--- src/rtl/updn_pkg.sv ---
package updn_pkg;
  localparam int unsigned UPDN_STAGE_W = 4;

  typedef enum logic {
    DIR_DOWN = 1'b0,
    DIR_UP   = 1'b1
  } dir_e;
endpackage

--- src/rtl/updn_term.sv ---
// Terminal-value detector for one stage: all ones counting up, all zeros down.
module updn_term
  import updn_pkg::*;
#(
  parameter int unsigned W = UPDN_STAGE_W
) (
  input  logic [W-1:0] cnt,
  input  logic         up,
  output logic         term
);
  always_comb begin
    unique case (dir_e'(up))
      DIR_UP:   term = &cnt;
      default:  term = ~|cnt;
    endcase
  end
endmodule

--- src/rtl/updn_carry.sv ---
// Active-low carry gate: low only when the incoming enable is low and the stage is terminal.
module updn_carry (
  input  logic t_n,
  input  logic term,
  output logic tc_n
);
  assign tc_n = ~(~t_n & term);
endmodule

--- src/rtl/updn_stage.sv ---
// One presettable up/down stage with synchronous load and dual active-low enables.
module updn_stage
  import updn_pkg::*;
#(
  parameter int unsigned W = UPDN_STAGE_W
) (
  input  logic         clk,
  input  logic         rst,
  input  logic         ld_n,
  input  logic         p_n,
  input  logic         t_n,
  input  logic         up,
  input  logic [W-1:0] d,
  output logic [W-1:0] q,
  output logic         term
);
  logic [W-1:0] cnt_r;
  logic [W-1:0] cnt_nx;
  logic         advance;

  assign advance = ~p_n & ~t_n;

  always_comb begin
    cnt_nx = cnt_r;
    if (!ld_n)        cnt_nx = d;
    else if (advance) cnt_nx = (dir_e'(up) == DIR_UP) ? cnt_r + 1'b1 : cnt_r - 1'b1;
  end

  always_ff @(posedge clk) begin
    if (rst) cnt_r <= '0;
    else     cnt_r <= cnt_nx;
  end

  updn_term #(.W(W)) u_term (
    .cnt  (cnt_r),
    .up   (up),
    .term (term)
  );

  assign q = cnt_r;
endmodule

--- src/rtl/updn_chain.sv ---
// Chain of identical stages forming one wide synchronous up/down counter.
module updn_chain
  import updn_pkg::*;
#(
  parameter int unsigned W         = UPDN_STAGE_W,
  parameter int unsigned STAGES    = 3,
  parameter bit          LOOKAHEAD = 1'b1
) (
  input  logic                  clk,
  input  logic                  rst,
  input  logic                  ld_n,
  input  logic                  en_p_n,
  input  logic                  en_t_n,
  input  logic                  up,
  input  logic [W*STAGES-1:0]   d,
  output logic [W*STAGES-1:0]   q,
  output logic                  tc_n
);
  localparam int unsigned TOTAL_W = W * STAGES;

  logic [STAGES-1:0] term;
  logic [STAGES-1:0] t_vec;

  for (genvar k = 0; k < STAGES; k++) begin : g_stage
    if (k == 0) begin : g_first
      assign t_vec[k] = en_t_n;
    end else if (LOOKAHEAD) begin : g_look
      // every stage sees the full lower-stage terminal product in parallel
      assign t_vec[k] = en_t_n | ~(&term[k-1:0]);
    end else begin : g_ripple
      updn_carry u_c (
        .t_n  (t_vec[k-1]),
        .term (term[k-1]),
        .tc_n (t_vec[k])
      );
    end

    updn_stage #(.W(W)) u_s (
      .clk  (clk),
      .rst  (rst),
      .ld_n (ld_n),
      .p_n  (en_p_n),
      .t_n  (t_vec[k]),
      .up   (up),
      .d    (d[k*W +: W]),
      .q    (q[k*W +: W]),
      .term (term[k])
    );
  end

  updn_carry u_out (
    .t_n  (t_vec[STAGES-1]),
    .term (term[STAGES-1]),
    .tc_n (tc_n)
  );

  if (TOTAL_W < 2) begin : g_bad
    initial $error("updn_chain: TOTAL_W too small");
  end
endmodule

--- config.mk ---
export PLATFORM = sky130hd
export DESIGN_NAME = updn_chain
export DESIGN_NICKNAME = d
export VERILOG_FILES = /design/src/rtl/updn_pkg.sv /design/src/rtl/updn_term.sv /design/src/rtl/updn_carry.sv /design/src/rtl/updn_stage.sv /design/src/rtl/updn_chain.sv
export SDC_FILE = /design/constraint.sdc
export NUM_CORES = 1
export LEC_CHECK = 0
export BUFFER_PORTS_ARGS = -buffer_cell sky130_fd_sc_hd__buf_2
export CAP_MARGIN = 10
export CORE_ASPECT_RATIO = 1.4
export CORE_MARGIN = 5
export CORE_UTILIZATION = 35
export DETAILED_ROUTE_END_ITERATION = 12
export PLACE_DENSITY_LB_ADDON = 0.3
export SLEW_MARGIN = 20
export SYNTH_ARGS = -nofsm -noshare
export SYNTH_HDL_FRONTEND = slang
export SYNTH_SLANG_ARGS = --single-unit
--- constraint.sdc ---
create_clock -name clk -period 4.28 [get_ports clk]
set_input_delay 0.214 -clock clk [delete_from_list [all_inputs] [get_ports clk]]
set_output_delay 0.214 -clock clk [all_outputs]
set_load 0.1 [all_outputs]
==> results.tsv <==
metric	value	unit
outcome	completed	
sequential area share after synthesis	26.6	%
Final period util	50.1	%
H-tree depth	1	
Post-Synthesis Cells	100	
Setup-failing EPs final	0	
VDD IR max	169	uV
post-CTS setup buffer count	0	
Post-Syn Area	902	um^2
Initial Util	36.9	%
largest net degree at the start of global routing	24	
gr usage total	12.9	%
Die Width	52.9	um
Die Y	70.1	um
Highest Signal Layer	met4	
via count	841	
GPL Wtd Cong	0.803	
sw frac	43.6	%
Area Growth Syn to Fin	22.2	%
TritonCTS Buffers	3	
WL met2	1020	um
routed wire length	2090	um
vias per cell	5.16	
Filler cells	250	
sequential share of power	38.8	%
Avg WL per Cell	12.8	um
DR DRC count	0	
Period minus WS final	2.15	ns
Ant. Diodes	0	
first-pass GRT wire length	3760	um
CTS root buf	clkbuf_4	
max-slew violations	0	
First-pass DRT Iterations	4	
max-cap violation count	0	
GR Overflow Total	0	
DRT iter0 DRCs	17	
Comb power frac	40.9	%
Core Footprint	2440	um^2
Worst setup SP type	flip-flop	
class of the most critical setup path	reg -> out	
hold buffers post-CTS	0	
worst skew pair latency	0.27	ns
final antenna-violating net count	0	
worst-margin pin slew	0.815	ns
Clock transition at path regs	0.08	ns
Slew headroom	45.5	%
fmax	466	MHz
number of buffers added on ports	30	
worst-case clock buffer depth	2	
share of layout cells above drive strength 1	29.5	%
die area	3710	um^2
row cnt	21	
critical path data required time	4.07	ns
Yosys warning count	0	
Seq cells post-synth	12	
WL met3	102	um
DP HPWL	1670	um
Int Pwr	194	uW
Critical Path AT	1.93	ns
P_leak	0.000501	uW
final hold vios	0	
pwr dens	312	nW/um^2
Sw Pwr	150	uW
WL met1	941	um
Synth Net Count	127	
Worst Hold Slack	0.145	ns
CTS resizes	0	
Clk pwr share	20.2	%
Post-Syn Area per Cell	9.02	um^2
Pwr Total	344	uW
RSZ-0062 raised after global routing	false	
Worst Clk Skew	0.00637	ns
CP endpoint kind	output port	
initial antenna violation count	0	
Ports	31	
Critical Path Fanout Max	6	
vias in the first global route	865	
synth unique cells	28	
max reg flops	12	
Tightest Hold Check Type	in -> reg	
CTS tree	yes	
CTS sink cnt	12	
setup_tns	0	ns
final layout net count	158	
## metrics by stage
stage          instance area [um^2]  instances  setup slack (ns)  util, %
4_1_cts                        1100        163              2.12     45.1
3_5_place_dp                   1080        160              2.14     44.2
2_1_floorplan                   902        100              1.49        -
5_1_grt                        1100        163              2.06     45.1
6_report                       1100        163              2.13     45.1
3_3_place_gp                   1080        160              2.20     44.2
## power by group through the flow
stage	logic [uW]	clock network (uW)	registers, uW
after floorplan	55.0	0	194
after global placement	140	0	136
after detailed placement	142	0	136
after CTS	142	73.5	134
after global routing	153	78.2	135
final	141	69.6	134
## layout by cell type (no fill, tap or decap), types with 2 or more instances in the layout
master and count:
buf_2 30, nor2_1 13, dfxtp_1 12, nand2_1 7
a21oi_1 6, xnor2_1 6, a211oi_1 6, ha_1 6
mux2i_1 5, o21ai_0 4, nand4_1 3, a21o_1 3
a311oi_1 3, xor2_1 3, fa_1 3, clkbuf_4 3
or4_1 2, nand2b_1 2, nand3_1 2
## worst max-delay path, stage by stage (launching register included)
cell and delay (ns):
dfxtp_1 0.38, or4_4 0.57, mux2i_4 0.27, nand4b_1 0.13
buf_2 0.31
## cells by family after synthesis
logic type | synth area share, %
AO/OA/AOI/OAI | 16.0
XOR/XNOR | 8.74
adder cells (fa/ha/maj) | 15.0
buffers and inverters | 2.08
flip-flops | 26.6
multiplexers | 9.57
AND/OR/NAND/NOR | 22.1
## metal layers
metal | track usage [%] | vias to the layer above
met5 | 0 | -
met4 | 5.40 | 0
met3 | 2.13 | 3
met2 | 21.3 | 19
met1 | 16.0 | 391
li1 | - | 428
## area by class of cell
type	count	area [um^2]	share of cell area [%]
Clock buffer	3	22.5	2.04
Inverter	1	3.75	0.341
Multi-Input combinational cell	83	643	58.3
Sequential cell	12	240	21.8
Tap cell	34	42.5	3.86
Timing Repair Buffer	30	150	13.6
## synthesized netlist by cell type, drive strengths merged
| cell | instances | area [um^2] |
|---|---|---|
| nor2 | 13 | 48.8 |
| or3 | 1 | 6.26 |
| inv | 1 | 3.75 |
| nand4 | 3 | 18.8 |
| o21ai | 4 | 20.0 |
| nand3 | 3 | 27.5 |
| xor2 | 3 | 26.3 |
| a21oi | 6 | 30.0 |
| a21o | 3 | 22.5 |
| or4b | 1 | 10.0 |
| nand3b | 1 | 7.51 |
| clkbuf | 4 | 15.0 |
| nor4 | 1 | 6.26 |
| nand4b | 1 | 8.76 |
| a311oi | 3 | 26.3 |
| dfxtp | 12 | 240 |
| nand2b | 2 | 12.5 |
| a211oi | 6 | 45.0 |
| nand2 | 7 | 26.3 |
| ha | 6 | 75.1 |
| or4 | 3 | 26.3 |
| fa | 3 | 60.1 |
| xnor2 | 6 | 52.6 |
| mux2i | 7 | 86.3 |
## final timing paths
check                                          from             endpoint  slack [ns]  cells past startpoint
worst min register to register  g_stage[1].u_s.q[1]  g_stage[1].u_s.q[1]        0.56                      2
worst max register to register  g_stage[0].u_s.q[1]  g_stage[2].u_s.q[3]        2.18                      5
worst min-delay path                          d[10]  g_stage[2].u_s.q[2]        0.15                      3
worst max-delay path            g_stage[0].u_s.q[1]                 tc_n        2.13                      4
(Power assumes the default switching activity.)
